`config.mk`:
```
export PLATFORM = sky130hd
export DESIGN_NAME = page_prog_seq
export DESIGN_NICKNAME = d
export VERILOG_FILES = /design/src/rtl/pps_pkg.sv /design/src/rtl/pps_page_buf.sv /design/src/rtl/pps_prog_timer.sv /design/src/rtl/page_prog_seq.sv
export SDC_FILE = /design/constraint.sdc
export NUM_CORES = 1
export LEC_CHECK = 0
export ABC_AREA = 1
export BUFFER_PORTS_ARGS = -buffer_cell sky130_fd_sc_hd__buf_4
export CORE_UTILIZATION = 47
export DETAILED_ROUTE_END_ITERATION = 16
export PLACE_DENSITY = 0.65
export SLEW_MARGIN = 20
export SYNTH_ARGS = -nofsm -noshare
export SYNTH_HDL_FRONTEND = slang
export SYNTH_SLANG_ARGS = --single-unit
```
`constraint.sdc`:
```
create_clock -name clk -period 2.3 [get_ports clk]
set_clock_uncertainty 0.05 [all_clocks]
set_input_delay 0.115 -clock clk [delete_from_list [all_inputs] [get_ports clk]]
set_output_delay 0.115 -clock clk [all_outputs]
set_load 0.02 [all_outputs]
```
`src/rtl/pps_pkg.sv`:
```
package pps_pkg;
  typedef enum logic [1:0] {
    SEQ_IDLE = 2'd0,
    SEQ_FILL = 2'd1,
    SEQ_PROG = 2'd2
  } seq_st_e;
endpackage

```
`src/rtl/pps_page_buf.sv`:
```
module pps_page_buf #(
  parameter int PAGE_AW = 7,
  parameter int DATA_W  = 8
) (
  input  logic               clk,
  input  logic               rst_n,
  input  logic               we_i,
  input  logic [PAGE_AW-1:0] we_off_i,
  input  logic [DATA_W-1:0]  we_data_i,
  input  logic               clr_i,
  input  logic [PAGE_AW-1:0] rd_off_i,
  output logic [DATA_W-1:0]  rd_data_o,
  output logic               rd_dirty_o,
  output logic               any_dirty_o
);
  localparam int DEPTH = 1 << PAGE_AW;

  logic [DATA_W-1:0] store_q [DEPTH];
  logic [DEPTH-1:0]  dirty_q;

  always_ff @(posedge clk) begin
    if (we_i) store_q[we_off_i] <= we_data_i;
  end

  always_ff @(posedge clk or negedge rst_n) begin
    if (!rst_n)     dirty_q <= '0;
    else if (clr_i) dirty_q <= '0;
    else if (we_i)  dirty_q[we_off_i] <= 1'b1;
  end

  assign rd_data_o   = store_q[rd_off_i];
  assign rd_dirty_o  = dirty_q[rd_off_i];
  assign any_dirty_o = |dirty_q;
endmodule

```
`src/rtl/pps_prog_timer.sv`:
```
module pps_prog_timer #(
  parameter int CYCLES = 200
) (
  input  logic                        clk,
  input  logic                        rst_n,
  input  logic                        clr_i,
  input  logic                        en_i,
  output logic [$clog2(CYCLES+1)-1:0] cnt_o,
  output logic                        last_o
);
  localparam int CW = $clog2(CYCLES + 1);

  logic [CW-1:0] cnt_q;

  always_ff @(posedge clk or negedge rst_n) begin
    if (!rst_n)                   cnt_q <= '0;
    else if (clr_i)               cnt_q <= '0;
    else if (en_i && !last_o)     cnt_q <= cnt_q + 1'b1;
  end

  assign cnt_o  = cnt_q;
  assign last_o = en_i && (cnt_q == CW'(CYCLES - 1));

  AST_TMR_BOUND: assert property (@(posedge clk) disable iff (!rst_n)
    cnt_q <= CW'(CYCLES - 1));
endmodule

```
`src/rtl/page_prog_seq.sv`:
```
module page_prog_seq
  import pps_pkg::*;
#(
  parameter int ADDR_W      = 16,
  parameter int PAGE_AW     = 7,
  parameter int DATA_W      = 8,
  parameter int PROG_CYCLES = 200
) (
  input  logic              clk,
  input  logic              rst_n,
  input  logic              start_i,
  input  logic              addr_vld_i,
  input  logic [ADDR_W-1:0] addr_i,
  input  logic              byte_vld_i,
  input  logic [DATA_W-1:0] byte_i,
  input  logic              stop_i,
  input  logic              wp_i,
  output logic              busy_o,
  output logic              wr_req_o,
  output logic [ADDR_W-1:0] wr_addr_o,
  output logic [DATA_W-1:0] wr_data_o
);
  localparam int PAGE_BYTES = 1 << PAGE_AW;
  localparam int PG_W       = ADDR_W - PAGE_AW;
  localparam int CW         = $clog2(PROG_CYCLES + 1);

  function automatic logic [PAGE_AW-1:0] step_off(input logic [PAGE_AW-1:0] o);
    return o + 1'b1;
  endfunction

  seq_st_e            st_q;
  logic [PG_W-1:0]    page_q;
  logic [PAGE_AW-1:0] off_q;

  logic               buf_we, buf_clr, launch, tmr_last;
  logic               rd_dirty, any_dirty, in_scan;
  logic [CW-1:0]      tmr_cnt;
  logic [DATA_W-1:0]  rd_data;
  logic [PAGE_AW-1:0] scan_off;

  wire filling = (st_q == SEQ_FILL);
  wire progr   = (st_q == SEQ_PROG);

  assign launch  = filling && !start_i && stop_i && any_dirty && !wp_i;
  assign buf_we  = filling && byte_vld_i && !start_i && !stop_i;
  assign buf_clr = (filling && (start_i || (stop_i && !launch))) ||
                   (progr && tmr_last);

  always_ff @(posedge clk or negedge rst_n) begin
    if (!rst_n) begin
      st_q   <= SEQ_IDLE;
      page_q <= '0;
      off_q  <= '0;
    end else begin
      unique case (st_q)
        SEQ_IDLE: if (addr_vld_i) begin
          page_q <= addr_i[ADDR_W-1:PAGE_AW];
          off_q  <= addr_i[PAGE_AW-1:0];
          st_q   <= SEQ_FILL;
        end
        SEQ_FILL: begin
          if (start_i)       st_q  <= SEQ_IDLE;
          else if (stop_i)   st_q  <= launch ? SEQ_PROG : SEQ_IDLE;
          else if (buf_we)   off_q <= step_off(off_q);
        end
        SEQ_PROG: if (tmr_last) st_q <= SEQ_IDLE;
        default:  st_q <= SEQ_IDLE;
      endcase
    end
  end

  pps_page_buf #(.PAGE_AW(PAGE_AW), .DATA_W(DATA_W)) u_buf (
    .clk         (clk),
    .rst_n       (rst_n),
    .we_i        (buf_we),
    .we_off_i    (off_q),
    .we_data_i   (byte_i),
    .clr_i       (buf_clr),
    .rd_off_i    (scan_off),
    .rd_data_o   (rd_data),
    .rd_dirty_o  (rd_dirty),
    .any_dirty_o (any_dirty)
  );

  pps_prog_timer #(.CYCLES(PROG_CYCLES)) u_tmr (
    .clk    (clk),
    .rst_n  (rst_n),
    .clr_i  (launch),
    .en_i   (progr),
    .cnt_o  (tmr_cnt),
    .last_o (tmr_last)
  );

  assign scan_off  = tmr_cnt[PAGE_AW-1:0];
  assign in_scan   = tmr_cnt < CW'(PAGE_BYTES);
  assign busy_o    = progr;
  assign wr_req_o  = progr && in_scan && rd_dirty;
  assign wr_addr_o = {page_q, scan_off};
  assign wr_data_o = rd_data;

  AST_WR_IN_BUSY: assert property (@(posedge clk) disable iff (!rst_n)
    wr_req_o |-> busy_o);
  AST_NO_EARLY_WR: assert property (@(posedge clk) disable iff (!rst_n)
    filling |-> !wr_req_o);
  AST_BUSY_END: assert property (@(posedge clk) disable iff (!rst_n)
    $fell(busy_o) |-> $past(tmr_last));
  AST_LAUNCH_GATE: assert property (@(posedge clk) disable iff (!rst_n)
    $rose(busy_o) |-> ($past(stop_i) && !$past(wp_i)));
  AST_PAGE_HOLD: assert property (@(posedge clk) disable iff (!rst_n)
    (busy_o && !tmr_last) |=> $stable(page_q));
  AST_BUF_EMPTY: assert property (@(posedge clk) disable iff (!rst_n)
    $fell(busy_o) |-> !any_dirty);
endmodule

```
Word level (Yosys, flattened, before mapping)
Memory sizes are Yosys's and may differ from the RTL's.
Cells that the tools add are included.
- bits in registers: 154
- bits in writable memories: 1024
- output and inout port bits: 26
- word-level logic and storage cells: 73
- memories kept: 1
- memory list (memory ; depth ; bits a word ; rd ports ; clocked after Yosys merged registers in ; write ports ; RTL line ; source):
    u_buf.store_q ; 128 ; 8 ; 1 ; 0 ; 1 ; pps_page_buf.sv:18 ; logic [DATA_W-1:0] store_q [DEPTH];
- $add $sub $neg: 2
- $lt $le $gt $ge: 4
- equality and inequality tests: 9
- multiplexer cells: 21
- bitwise logic cells: 1
- reduce and logical (&&, ||, !) cells: 30
- operators by type and width (kind ; number):
    128-bit 2-to-1 mux ; 2
    128-bit bitwise OR ; 1
    128-bit OR reduction ; 1
    7-bit 2-to-1 mux ; 4
    7-bit by 8-bit < comparator with 1-bit output, second input constant ; 2
    8-bit 2-to-1 mux ; 2
    1-bit logical AND ; 15
    7-bit case mux with 2 select lines ; 1
    2-bit 2-to-1 mux ; 5
    2-bit != test, second input constant ; 5
    8-bit by 1-bit adder with 8-bit output, second input constant ; 1
    8-bit equality test, second input constant ; 1
    8-bit < comparator, second input constant ; 1
    7-bit by 1-bit adder with 7-bit output, second input constant ; 1
    1-bit binary-select mux with 7-bit select ; 1
    1-bit demux with 7-bit select ; 1
    7-bit by 1-bit greater-or-equal comparator with 1-bit output, second input constant ; 1
    2-bit case mux with 3 select lines ; 1
    2-bit nonzero test ; 3
    1-bit zero test ; 5
    5-bit AND reduction ; 1
    1-bit 2-to-1 mux ; 4
    3-bit != test, second input constant ; 1
    3-bit AND reduction ; 1
    5 further kinds ; 6

Logic depth before layout (Yosys ltp)
- word-level depth: 11
- depth in mapped cells: 17

Hierarchy
A second synthesis with hierarchy kept.
- cell total of the unflattened synthesis: 4518
- area, all modules: 49563.8 um^2
- by module, submodules not included (module ; instances ; cells each ; area an instance (um^2) ; seq. area each (um^2)):
    pps_page_buf ; 1 ; 4327 ; 47987.3 ; 33952.6
    page_prog_seq ; 1 ; 115 ; 1006.0 ; 450.4
    pps_prog_timer ; 1 ; 76 ; 570.5 ; 200.2

Worst setup path before layout
OpenSTA, ideal clock, no wires.
- path type: register -> register
- start point: register st_q[1]
- end point: memory u_buf.store_q[7][0] (enable)
- library setup time: 374 ps
- arrival: 1705 ps
- path slack: 171 ps
- stages on the path, launching flop included: 9
- path buffers: 0
- cell sequence: dfrtp_1 inv_1 nand2_1 or2_1 nor2_1 nand2_2 nor2_1 nand2_1 nor2_1
- longest elaborated chain between the ends: 6
- RTL lines (element ; RTL line ; source):
    from (decl) ; page_prog_seq.sv:31 ; seq_st_e st_q;
    from (signal assigned) ; page_prog_seq.sv:63 ; else if (stop_i) st_q <= launch ? SEQ_PROG : SEQ_IDLE;
    2-bit by 1-bit equality test with 1-bit output ; page_prog_seq.sv:41 ; wire filling = (st_q == SEQ_FILL);
    1-bit logical AND (3 in series) ; page_prog_seq.sv:45 ; assign buf_we = filling && byte_vld_i && !start_i && !stop_i;
    1-bit 2-to-1 mux ; pps_page_buf.sv:22 ; if (we_i) store_q[we_off_i] <= we_data_i;
    1-bit 2-to-1 mux (implied by the code) ; pps_page_buf.sv:22 ;
    to (decl) ; pps_page_buf.sv:18 ;
Every way passes these cells.

Worst setup path in the final report
- start point: register u_tmr.cnt_q[0], in the netlist u_tmr.cnt_o[0]
- end point: output port wr_data_o[0]
- longest elaborated chain between the ends: 1
- RTL lines (element ; RTL line ; source):
    from (decl) ; pps_prog_timer.sv:13 ; logic [CW-1:0] cnt_q;
    from (signal assigned) ; pps_prog_timer.sv:18 ; else if (en_i && !last_o) cnt_q <= cnt_q + 1'b1;
    memory read 128 x 8 bit ; n/a ;
    to (decl) ; page_prog_seq.sv:21 ; output logic [DATA_W-1:0] wr_data_o
Every way passes these cells.

==> metrics.cfg <==
[sta]
tightestPinTransition_ns=0.7961
finalSetupTns_ns=-18.86
post-route-min-period_ns=3.374
rsz0062_at_grt=yes
fin_ws_ns=-1.074
finalCritPeriodShare_pct=146.7
setup_viol=132
fmax_mhz=296.4
drv_slew=0
report.final.hold_viol_count=0
relSlewSlack_pct=46.92

[pwr]
ir_drop_v=0.0008176
leakage_uw=0.02269
p_sw_uw=28380
sw_frac_of_total_pct=37.83
p_seq_share_pct=31.7
p_int_uw=46630
p_clk_share_pct=24.8
comb_power_share_pct=43.5
p_per_area_mw_per_mm2=1214
power_uw=75010

[clocking]
path_clk_slew_ns=0.06
clk_latency_ns=0.73
cts_tree=yes
clk_path_buf_depth=3
h-tree-depth=3
cts_root_buf=clkbuf_16
cts_sinks=1178
cts_made_buffers=119

[drt]
wl_per_cell_um=23.78
firstDrtPassIters=6
via_per_inst=5.779
drt_iter0_drc=4770
drc=0
wl_mm=150.7
num_vias=36620
ant_nets=0

[yosys]
netlist_instances=4367
synthFlopType=edfxtp_1
synth_warnings=0
yosysMostFrequentCell=nor2_1
synth_edf_count=1024
syn_nets=4400
synth_top_cell_by_area=edfxtp_1
ys_top_cells_by_count=nor2_1 (1081), edfxtp_1 (1024), nand2_1 (603)
synth-async-reset-ratio_pct=13.07
synth.area.top_cells=edfxtp_1 (63%), nor2_1 (8.3%), dfrtp_1 (7.9%)
syn_avg_cell_area_um2=11.20
ys_types=33
netlist.area_leader.share_pct=62.86
ys_seq_elements=1178
synth-seq-area-share_pct=70.74
syn_area_mm2=0.04892

[layout]
postLayoutCoreUtil_pct=60.31
seqCellArea_mm2=0.03462
areaGrowthSynthToFinish_pct=26.33
antenna_cells=0
fin_nets=4897
drive_above_1_share_pct=22.10
fin_cells=6337
multi_input_area_mm2=0.01378
fillers=7968

[global_routing]
grt_max_degree=129
grt_overflow=0
antenna_found_initial=1
grtUsageTotal_pct=27.14
grt_pass1_vias=34660
grt_pass1_wl_mm=216.2

[critical_path]
critPathArrivalTime_ns=3.21
r2r-start=u_tmr.cnt_o[1]
rr_endpoint=u_buf.dirty_q[80]
crit_type=flop to output pin
cp_max_fo=7
r2r_slack_ns=-0.13
end_kind=output pin
rr_worst_depth=13
cp-start-kind=flop
cp.required_ns=2.13

[floorplan]
dieArea_mm2=0.1054
ios=57
rows=117
fp.dieW_um=324.6
dieHeight_um=324.6
core_area_mm2=0.1025
start_util_pct=47.74

[flow_run]
maxCapViolations=0

[placed_design]
routabilityCongestion=0.9284
pre_cts_ws_ns=-0.5910
placed_cells=5969
io_buffers=56
place_hpwl_mm=87.81

[worst_hold_path]
hp-class=input pin to asynchronous set/reset pin

[outcome]
status=finished with violations
violations=setup timing

through the flow:
step                instance area (um^2)  hold WS, ns
global route                       61800      0.04336
finish                             61800      0.04611
CTS                                59830      0.01573
global placement                   54180       0.1089
detailed placement                 54180       0.1216
floorplan                          48920      -0.2306
flip-flops by register name (all words and copies together) (netlist names):
register	flops
u_buf.store_q	1024
st_q	2
off_q	7
u_buf.dirty_q	128
u_tmr.cnt_o	8
page_q	9
worst max-delay path by stage:
stage	from	endpoint	slack (ns)	cells after the start
floorplan	st_q[1]	u_buf.store_q[7][0]	0.17	8
global placement	u_tmr.cnt_o[0]	wr_data_o[7]	-0.61	15
detailed placement	u_tmr.cnt_o[0]	wr_data_o[7]	-0.59	15
CTS	u_tmr.cnt_o[0]	wr_data_o[3]	-1.04	16
global route	u_tmr.cnt_o[0]	wr_data_o[0]	-1.10	13
finish	u_tmr.cnt_o[0]	wr_data_o[0]	-1.07	13
kinds of logic after synthesis:
family | count (synthesis) | share of synthesized area [%]
buf+inv | 398 | 3.755
mux | 9 | 0.2072
fa+ha+maj | 2 | 0.05115
compound gates | 688 | 8.075
simple gates | 2092 | 17.18
flops | 1178 | 70.74
power by group through the flow:
stage          Sequential (uW)  Combinational [uW]  Clock (uW)
2_1_floorplan            24100               13800           0
3_3_place_gp             24200               25200           0
3_5_place_dp             24200               25400           0
4_1_cts                  23700               29100       18800
5_1_grt                  23800               34500       19600
6_report                 23800               32600       18600
worst max-delay path, stage by stage (launching register included):
cell,delay (ns)
dfrtp_4,0.52
buf_12,0.18
buf_16,0.17
buf_16,0.17
clkbuf_16,0.17
nand2_1,0.11
a21oi_2,0.11
o31ai_4,0.31
nand3_1,0.19
nand3_4,0.16
nand2_2,0.08
nand2_2,0.09
nand2_2,0.06
buf_6,0.12
cell usage in the layout, fill, tap and decap left out, types with 19 or more instances in the layout:
cell type	synthesis	final
buf_4	22	402
clkinv_1	2	19
nand2_1	603	526
o211ai_1	172	172
nor2_1	1081	955
buf_16	0	31
o21ai_1	0	53
o21ai_0	428	367
dfrtp_1	154	150
clkbuf_16	0	138
nand2_2	1	60
buf_12	0	87
buf_6	12	63
nor2_2	2	81
dlygate4sd3_1	0	42
clkbuf_1	104	45
nand3_2	0	39
clkinv_2	0	20
inv_1	110	100
nand3_1	370	326
nor2_4	0	47
a21oi_1	56	38
edfxtp_1	1024	1024
area by class of cell:
| class | instances | area share (%) |
|---|---|---|
| sequential | 1178 | 56.02 |
| timing repair buffer | 654 | 12.02 |
| timing repair inverter | 2 | 0.06681 |
| inverter | 118 | 0.7916 |
| clock inverter | 56 | 0.8078 |
| clock buffer | 170 | 5.226 |
| multi-input combinational | 2791 | 22.30 |
| tap | 1368 | 2.770 |
routing by layer:
metal  wire, um  track usage (%)  up-vias
met5         87           0.4982        -
li1           -                -    16290
met4       5405            10.31        4
met2      69710            42.21     2056
met1      60530            37.90    17930
met3      14950            5.111      341
repair_timing:
action	in CTS	in global routing
pin swaps	93	138
resized for setup	226	359
cloned	20	36
endpoints found under the hold margin	465	0
hold buffers	43	0
endpoints found under the setup margin	219	1078
setup buffers	19	33
Power figures use the tool's default switching activity.
